--- config.mk ---
export PLATFORM = sky130hd
export DESIGN_NAME = dmag_addr_gen
export DESIGN_NICKNAME = d
export VERILOG_FILES = /design/src/rtl/dmag_pkg.sv /design/src/rtl/dmag_decode.sv /design/src/rtl/dmag_arith.sv /design/src/rtl/dmag_outreg.sv /design/src/rtl/dmag_addr_gen.sv
export SDC_FILE = /design/constraint.sdc
export NUM_CORES = 1
export LEC_CHECK = 0
export ABC_CLOCK_PERIOD_IN_PS = 5660
export BUFFER_PORTS_ARGS = -buffer_cell sky130_fd_sc_hd__buf_4
export CAP_MARGIN = 20
export CORE_MARGIN = 5
export CORE_UTILIZATION = 40
export DETAILED_ROUTE_END_ITERATION = 12
export GPL_TIMING_DRIVEN = 0
export PLACE_DENSITY = 0.6
export SETUP_SLACK_MARGIN = 0.4
export SLEW_MARGIN = 20
export SYNTH_ARGS = -nofsm -noshare
export SYNTH_HDL_FRONTEND = slang
export SYNTH_SLANG_ARGS = --single-unit
--- constraint.sdc ---
create_clock -name clk -period 5.66 [get_ports clk]
set_input_delay 0.566 -clock clk [delete_from_list [all_inputs] [get_ports clk]]
set_output_delay 0.566 -clock clk [all_outputs]
set_load 0.02 [all_outputs]
--- src/rtl/dmag_pkg.sv ---
package dmag_pkg;

    typedef enum logic [2:0] {
        MD_DIRECT  = 3'b000,
        MD_IND     = 3'b001,
        MD_DISP    = 3'b010,
        MD_PREDEC  = 3'b011,
        MD_POSTINC = 3'b100
    } mode_e;

    typedef enum logic [1:0] {
        PS_X   = 2'b00,
        PS_Y   = 2'b01,
        PS_Z   = 2'b10,
        PS_RSV = 2'b11
    } psel_e;

    typedef enum logic [1:0] {
        ADD_ZERO,
        ADD_DISP,
        ADD_DEC,
        ADD_INC
    } addend_e;

    typedef enum logic [1:0] {
        ST_IDLE,
        ST_ADDR,
        ST_FAULT
    } ostate_e;

    typedef struct packed {
        logic    legal;
        logic    use_direct;
        logic    ea_from_sum;
        logic    wb;
        addend_e addend;
    } ctrl_t;

endpackage

--- src/rtl/dmag_decode.sv ---
module dmag_decode
    import dmag_pkg::*;
(
    input  logic [2:0] mode,
    input  logic [1:0] ptr_sel,
    output ctrl_t      ctrl
);

    logic sel_ok;
    logic sel_yz;

    assign sel_ok = (ptr_sel != PS_RSV);
    assign sel_yz = (ptr_sel == PS_Y) || (ptr_sel == PS_Z);

    always_comb begin
        ctrl = '{legal: 1'b0, use_direct: 1'b0, ea_from_sum: 1'b0,
                 wb: 1'b0, addend: ADD_ZERO};
        unique case (mode)
            MD_DIRECT: begin
                ctrl.legal      = 1'b1;
                ctrl.use_direct = 1'b1;
            end
            MD_IND: begin
                ctrl.legal = sel_ok;
            end
            MD_DISP: begin
                ctrl.legal       = sel_yz;
                ctrl.ea_from_sum = 1'b1;
                ctrl.addend      = ADD_DISP;
            end
            MD_PREDEC: begin
                ctrl.legal       = sel_ok;
                ctrl.ea_from_sum = 1'b1;
                ctrl.wb          = sel_ok;
                ctrl.addend      = ADD_DEC;
            end
            MD_POSTINC: begin
                ctrl.legal  = sel_ok;
                ctrl.wb     = sel_ok;
                ctrl.addend = ADD_INC;
            end
            default: begin
                ctrl.legal = 1'b0;
            end
        endcase
    end

    // An illegal request must never ask for a pointer write
    always_comb begin
        if (!ctrl.legal) begin
            assert_illegal_no_wb_R11: assert (!ctrl.wb);
        end
    end

endmodule

--- src/rtl/dmag_arith.sv ---
module dmag_arith
    import dmag_pkg::*;
#(
    parameter int ADDR_W = 16,
    parameter int DISP_W = 6
) (
    input  ctrl_t              ctrl,
    input  logic [ADDR_W-1:0]  direct_addr,
    input  logic [ADDR_W-1:0]  ptr_val,
    input  logic [DISP_W-1:0]  disp,
    output logic [ADDR_W-1:0]  ea_nxt,
    output logic [ADDR_W-1:0]  ptr_nxt
);

    localparam int PAD_W = ADDR_W - DISP_W;

    logic [ADDR_W-1:0] operand;
    logic [ADDR_W-1:0] sum;
    logic [ADDR_W-1:0] disp_ext;

    assign disp_ext = {{PAD_W{1'b0}}, disp};

    always_comb begin
        unique case (ctrl.addend)
            ADD_ZERO: operand = '0;
            ADD_DISP: operand = disp_ext;
            ADD_DEC:  operand = '1;
            ADD_INC:  operand = {{(ADDR_W-1){1'b0}}, 1'b1};
            default:  operand = '0;
        endcase
    end

    // One shared adder; the carry out is dropped, so results wrap
    assign sum = ptr_val + operand;

    always_comb begin
        if (ctrl.use_direct) begin
            ea_nxt = direct_addr;
        end else if (ctrl.ea_from_sum) begin
            ea_nxt = sum;
        end else begin
            ea_nxt = ptr_val;
        end
        ptr_nxt = ctrl.wb ? sum : ptr_val;
    end

    // An update must always move the pointer by exactly one
    always_comb begin
        if (ctrl.wb) begin
            assert_wb_moves_ptr_R9: assert (ptr_nxt != ptr_val);
        end
    end

endmodule

--- src/rtl/dmag_outreg.sv ---
module dmag_outreg
    import dmag_pkg::*;
#(
    parameter int ADDR_W = 16
) (
    input  logic              clk,
    input  logic              rst_n,
    input  logic              op_valid,
    input  ctrl_t             ctrl,
    input  logic [1:0]        ptr_sel,
    input  logic [ADDR_W-1:0] ea_nxt,
    input  logic [ADDR_W-1:0] ptr_nxt,
    output logic [ADDR_W-1:0] ea,
    output logic              ea_valid,
    output logic [ADDR_W-1:0] ptr_new,
    output logic              ptr_we,
    output logic [1:0]        ptr_wr_sel,
    output logic              illegal
);

    ostate_e           state_q, state_d;
    logic [ADDR_W-1:0] ea_q, new_q;
    logic              wb_q;
    logic [1:0]        sel_q;
    logic              take;

    assign take = op_valid && ctrl.legal;

    always_comb begin
        unique case (state_q)
            ST_IDLE, ST_ADDR, ST_FAULT: begin
                if (!op_valid)       state_d = ST_IDLE;
                else if (ctrl.legal) state_d = ST_ADDR;
                else                 state_d = ST_FAULT;
            end
            default: state_d = ST_IDLE;
        endcase
    end

    always_ff @(posedge clk) begin
        if (!rst_n) begin
            state_q <= ST_IDLE;
            ea_q    <= '0;
            new_q   <= '0;
            wb_q    <= 1'b0;
            sel_q   <= 2'b00;
        end else begin
            state_q <= state_d;
            if (take) begin
                ea_q  <= ea_nxt;
                new_q <= ptr_nxt;
                wb_q  <= ctrl.wb;
                sel_q <= ptr_sel;
            end
        end
    end

    always_comb begin
        ea         = ea_q;
        ptr_new    = new_q;
        ptr_wr_sel = sel_q;
        ea_valid   = 1'b0;
        ptr_we     = 1'b0;
        illegal    = 1'b0;
        unique case (state_q)
            ST_IDLE:  ;
            ST_ADDR: begin
                ea_valid = 1'b1;
                ptr_we   = wb_q;
            end
            ST_FAULT: illegal = 1'b1;
            default:  ;
        endcase
    end

    assert_idle_quiet_R2: assert property (@(posedge clk) disable iff (!rst_n)
        !op_valid |=> (!ea_valid && !ptr_we && !illegal));

    assert_fault_no_write_R6: assert property (@(posedge clk) disable iff (!rst_n)
        (op_valid && !ctrl.legal) |=> (illegal && !ptr_we && !ea_valid));

    assert_update_step_R8: assert property (@(posedge clk) disable iff (!rst_n)
        ptr_we |-> ((ptr_new == ea) || (ptr_new == ea + 1'b1)));

    assert_write_target_R10: assert property (@(posedge clk) disable iff (!rst_n)
        (op_valid && ctrl.legal && ctrl.wb) |=> (ptr_we && ptr_wr_sel == $past(ptr_sel)));

endmodule

--- src/rtl/dmag_addr_gen.sv ---
module dmag_addr_gen
    import dmag_pkg::*;
#(
    parameter int ADDR_W = 16,
    parameter int DISP_W = 6
) (
    input  logic              clk,
    input  logic              rst_n,
    input  logic              op_valid,
    input  logic [2:0]        mode,
    input  logic [1:0]        ptr_sel,
    input  logic [ADDR_W-1:0] direct_addr,
    input  logic [ADDR_W-1:0] ptr_val,
    input  logic [DISP_W-1:0] disp,
    output logic [ADDR_W-1:0] ea,
    output logic              ea_valid,
    output logic [ADDR_W-1:0] ptr_new,
    output logic              ptr_we,
    output logic [1:0]        ptr_wr_sel,
    output logic              illegal
);

    ctrl_t             ctrl;
    logic [ADDR_W-1:0] ea_nxt;
    logic [ADDR_W-1:0] ptr_nxt;

    dmag_decode u_decode (
        .mode    (mode),
        .ptr_sel (ptr_sel),
        .ctrl    (ctrl)
    );

    dmag_arith #(.ADDR_W(ADDR_W), .DISP_W(DISP_W)) u_arith (
        .ctrl        (ctrl),
        .direct_addr (direct_addr),
        .ptr_val     (ptr_val),
        .disp        (disp),
        .ea_nxt      (ea_nxt),
        .ptr_nxt     (ptr_nxt)
    );

    dmag_outreg #(.ADDR_W(ADDR_W)) u_outreg (
        .clk        (clk),
        .rst_n      (rst_n),
        .op_valid   (op_valid),
        .ctrl       (ctrl),
        .ptr_sel    (ptr_sel),
        .ea_nxt     (ea_nxt),
        .ptr_nxt    (ptr_nxt),
        .ea         (ea),
        .ea_valid   (ea_valid),
        .ptr_new    (ptr_new),
        .ptr_we     (ptr_we),
        .ptr_wr_sel (ptr_wr_sel),
        .illegal    (illegal)
    );

endmodule

[After elaboration in Yosys (flattened, before gate mapping)]
Cells that the tools add are included.
Cells by class
  $add $sub $neg: 1
  equality and inequality tests: 12
  multiplexer cells: 13
  reductions and logical operators: 10
Operators with widths (number)
  16-bit one-hot mux with 4 select lines: 1
  16-bit 2-to-1 mux: 3
  16-bit adder: 1
  2-bit equality test (second input constant): 4
  2-bit by 1-bit equality test with 1-bit output (second input constant): 3
  3-bit by 2-bit equality test with 1-bit output (second input constant): 2
  1-bit 2-to-1 mux: 6
  2-bit one-hot mux with 3 select lines: 1
  3-bit OR reduction: 2
  2-bit zero test: 2
  2-bit OR reduction: 2
  3-bit by 1-bit equality test with 1-bit output (second input constant): 1
  3-bit equality test (second input constant): 1
  3-bit zero test: 1
  1-bit one-hot mux with 3 select lines: 1
  3-bit AND reduction: 1
  2-bit 2-to-1 mux: 1
  2-bit != test (second input constant): 1
  1-bit logical AND: 1
  1-bit logical OR: 1
Word-level totals
  bits in registers: 37
  input port bits: 46

[Logic depth before layout (Yosys ltp)]
  word-level depth: 7
  depth in mapped cells: 13

[Cells and area by module]
A second synthesis with hierarchy kept.
Unflattened totals
  cell total of the unflattened synthesis: 351
  area total of the unflattened synthesis: 2932.8 um2
By module, submodules not included
  dmag_outreg: times used 1, cells an instance 169, area each 1585.3 um2
  dmag_arith: times used 1, cells an instance 169, area each 1252.5 um2
  dmag_decode: times used 1, cells an instance 13, area each 95.1 um2

[Worst setup path before layout]
No wires, ideal clock.
  path type: input to register
  start: input port mode[2]
  end: register u_outreg.ea_q[14] (netlist: u_outreg.ea[14])
  setup time: 0.086 ns
  data arrival time: 2.979 ns
  required time: 5.574 ns
  path slack: 2.596 ns
  stages: 13
  path buffers: 2
  path through: buf_2 > inv_1 > nand2_1 > buf_2 > o21ai_0 > ha_1 > fa_1 > a21oi_1 > o21a_1 > o21ai_1 > o21bai_1 > mux2_2 > a211oi_1
Between the ends
  longest elaborated chain between the ends: 7
  elaborated cells between the ends (all ways): 20
  classes of those cells: 1 x add/sub; 7 x eq/ne; 7 x mux; 5 x reduce/logical
RTL lines
  start: declaration: RTL line dmag_addr_gen.sv:10  | input logic [2:0] mode,
  3-bit equality test or 3-bit by 2-bit equality test with 1-bit output (tied branches): RTL line dmag_decode.sv:18  | unique case (mode)
  2-bit one-hot mux with 3 select lines: RTL line dmag_decode.sv:18
  2-bit equality test, or another cell as far along: RTL line dmag_arith.sv:24  | unique case (ctrl.addend)
  16-bit one-hot mux with 4 select lines: RTL line dmag_arith.sv:24
  16-bit adder: RTL line dmag_arith.sv:34  | assign sum = ptr_val + operand;
  16-bit 2-to-1 mux: RTL line dmag_arith.sv:39  | end else if (ctrl.ea_from_sum) begin
  16-bit 2-to-1 mux: RTL line dmag_arith.sv:37  | if (ctrl.use_direct) begin
  end signal: assignment: RTL line dmag_outreg.sv:50  | ea_q <= ea_nxt;
  end: declaration: RTL line dmag_outreg.sv:22  | logic [ADDR_W-1:0] ea_q, new_q;
Parallel ways exist; a longest one is shown, timed or not.
A chain may end at the register's enable or synchronous reset.

[Worst setup path in the final report]
Ends and elaborated chain as after synthesis.

==> results.py <==
metrics = {
    "critical_path": {
        "start_kind": "input pin",
        "worst_setup_path_end_kind": "flip-flop",
        "crit_path_frequent_cell": "buf_2",
        "crit_family": "compound AO/OA/AOI/OAI gates",
        "r2r-start": "u_outreg.ea[15]",
        "worstRegToRegCells": 4,
        "required_ns": 5.87,
        "crit_start": "mode[2]",
        "setup.worst_path.class": "input pin to flip-flop",
        "path_cells": "buf_4, buf_2, inv_1, nand2_1, buf_2, o21ai_0, ha_1, fa_1, a21oi_1, o21a_1, o21ai_1, o21bai_1, mux2_2, a211oi_1",
        "cp_max_fo": 10,
        "max_stage_delay_ns": 0.44,
        "r2r_slack_ns": 4.74,
        "reg2reg_to": "u_outreg.ea[15]",
        "cp_num_buf_inv": 4,
        "crit_slowest_cell": "fa_1",
        "arrival_ns": 3.80,
    },
    "floorplan": {
        "rows": 30,
        "fp.dieArea_um2": 8823,
        "start_util_pct": 41.25,
        "ios": 83,
        "die_w_um": 93.93,
        "die_height_um": 93.93,
        "core_area_um2": 6832,
    },
    "cells_and_area": {
        "final_common_cell": "buf_4",
        "nets": 541,
        "final_cell_mix": "buf_4, nand2_1, nor2_1",
        "stdcell_count": 575,
        "n_antenna_cell": 0,
        "num-fill-cells": 715,
        "area_growth_pct": 29.17,
        "drive_gt1_share_pct": 22.55,
    },
    "synthesis": {
        "avgSynthCellArea_um2": 7.243,
        "synth_edf_count": 0,
        "ys_warn_count": 0,
        "synth_flop_cell": "dfxtp_1",
        "synth_top_area_share_pct": 26.29,
        "yosysSeqAreaShare_pct": 26.29,
        "netlist_top_cells_area": "dfxtp_1, nand2_1, ha_1",
        "syn_area_um2": 2818,
        "synth_cell_types": 49,
        "ys_ff_latch": 37,
        "synthCells": 389,
        "synthArstFlopShare_pct": 0,
        "synth_top_cell_by_area": "dfxtp_1",
        "synth_nets": 452,
    },
    "clock_network": {
        "cts_sinks": 37,
        "insertion_delay_ns": 0.29,
        "htreeDepth": 2,
        "cts_buffers": 5,
        "tritoncts": "built",
        "cts.path.max_buffers": 2,
        "cts_resized": 0,
        "root_buffer": "clkbuf_8",
        "post_cts_buffers": 0,
        "clkTransAtPathRegs_ns": 0.08,
        "hold_buffers": 0,
    },
    "placement": {
        "hpwl_um": 7980,
        "dp_cells": 567,
        "port_buffers": 82,
        "routabilityCongestion": 0.9216,
    },
    "timing": {
        "finalCritPeriodShare_pct": 63.51,
        "layout_min_cycle_time_ns": 3.595,
        "finalSetupViolCount": 0,
        "slew_violations": 0,
        "worst_pin_slew_ns": 0.6561,
        "fin_skew_ns": 0.0001286,
        "clock.fmax_mhz": 278.2,
        "fin_tns_setup_ns": 0,
        "rsz0062_at_grt": "no",
        "relSlewSlack_pct": 56.26,
        "hold_violations": 0,
    },
    "routing": {
        "postRouteAntennaNets": 0,
        "drtIter0Drc": 289,
        "wl_per_cell_um": 17.83,
        "drc_errors": 0,
        "vias_per_cell": 5.661,
        "dr.pass1.iters": 5,
        "vias": 3255,
        "routed_wl_um": 10250,
    },
    "min_path": {
        "min_path_type": "flip-flop to flip-flop",
        "holdPathStages": 2,
        "min_from": "u_outreg.wb_q",
        "holdPathEnd": "u_outreg.wb_q",
    },
    "global_route": {
        "grt_overflow_total": 0,
        "grt_pass1_vias": 3076,
        "grt_max_degree": 13,
        "grt_pass1_wl_um": 16060,
        "grtUsageTotal_pct": 23.25,
        "antenna_found_initial": 0,
    },
    "power_and_ir_drop": {
        "p_leak_nw": 1.601,
        "power_density_nw_per_um2": 209.6,
        "peakVddDrop_uv": 88.81,
    },
    "outcome": {
        "run_status": "complete, no violations",
    },
    "flow_run": {
        "max_cap_viol_count": 0,
    },
}
[worst register-to-register path, delay by kind of cell, from the launching register on]
family	cells	cell delay, ns
flip-flops	1	0.33
AND/OR/NAND/NOR	2	0.16
AO/OA/AOI/OAI	2	0.31
[synth_stat cells, drive strengths merged (7+ instances only)]
master / count
ha: 16
a211oi: 8
nor2: 40
a311oi: 8
dfxtp: 37
a21o: 7
buf: 15
inv: 7
clkbuf: 10
o31ai: 8
nand3: 15
o21ai: 29
xnor2: 7
o211ai: 14
nor2b: 7
nand2: 61
a21oi: 37
[registers in the layout, summed over array words and instances, names as in the netlist]
register / flops
u_outreg.ea: 16
u_outreg.ptr_new: 16
u_outreg.ptr_wr_sel: 2
u_outreg.state_q: 2
u_outreg.wb_q: 1
[cells by family (layout without fill, tap and decap cells)]
group | Yosys count | after routing | share of synthesized area, %
adder cells (fa/ha/maj) | 17 | 17 | 7.815
flip-flops | 37 | 37 | 26.29
AO/OA/AOI/OAI | 145 | 145 | 34.06
multiplexers | 4 | 4 | 1.465
AND/OR/NAND/NOR | 144 | 144 | 22.38
buffers and inverters | 33 | 123 | 5.195
XOR/XNOR | 9 | 9 | 2.798
[final cells by class]
cell class / instances / area [um2] / share of cell area [%]
Tap cell: 96 / 120.1 / 3.300
Clock inverter: 3 / 17.52 / 0.4813
Inverter: 8 / 30.03 / 0.8250
Clock buffer: 5 / 68.82 / 1.891
Buffer: 25 / 116.4 / 3.197
Sequential cell: 37 / 740.7 / 20.35
Timing Repair Buffer: 82 / 615.6 / 16.91
Multi-Input combinational cell: 319 / 1931 / 53.04
[per-stage QoR]
step / utilization (%) / power [mW] / hold slack [ns] / worst slack (ns) / area (um2)
after floorplan: - / 0.4660 / 0.4317 / 2.596 / 2818
after global placement: 52.01 / 0.5772 / 0.4407 / 1.802 / 3553
after detailed placement: 52.01 / 0.5787 / 0.4444 / 1.830 / 3553
after CTS: 53.28 / 0.7677 / 0.4562 / 2.083 / 3640
after global routing: 53.28 / 0.8094 / 0.4736 / 1.846 / 3640
final: 53.28 / 0.7629 / 0.4520 / 2.065 / 3640
[worst max path at each step]
stage / end / slack, ns / cells after the start
2_1_floorplan: u_outreg.ea[14] / 2.60 / 13
3_3_place_gp: u_outreg.ea[10] / 1.80 / 14
3_5_place_dp: u_outreg.ptr_new[13] / 1.83 / 12
4_1_cts: u_outreg.ea[13] / 2.08 / 12
5_1_grt: u_outreg.ea[10] / 1.85 / 14
6_report: u_outreg.ea[14] / 2.07 / 14
[where the power goes]
part	switching [mW]	internal [mW]	leakage (nW)	total [mW]
logic	0.170	0.113	1.25	0.282
registers	0.0115	0.281	0.304	0.293
clock network	0.102	0.0851	0.0439	0.188
[per-layer routing]
metal | wire length (um) | track usage (%) | share of wire, %
met1 | 4813 | 33.84 | 47
met2 | 4584 | 35.96 | 45
met3 | 645 | 2.324 | 6.3
met4 | 209 | 6.980 | 2.0
met5 | 0 | 0 | 0
(Power assumes the default switching activity.)
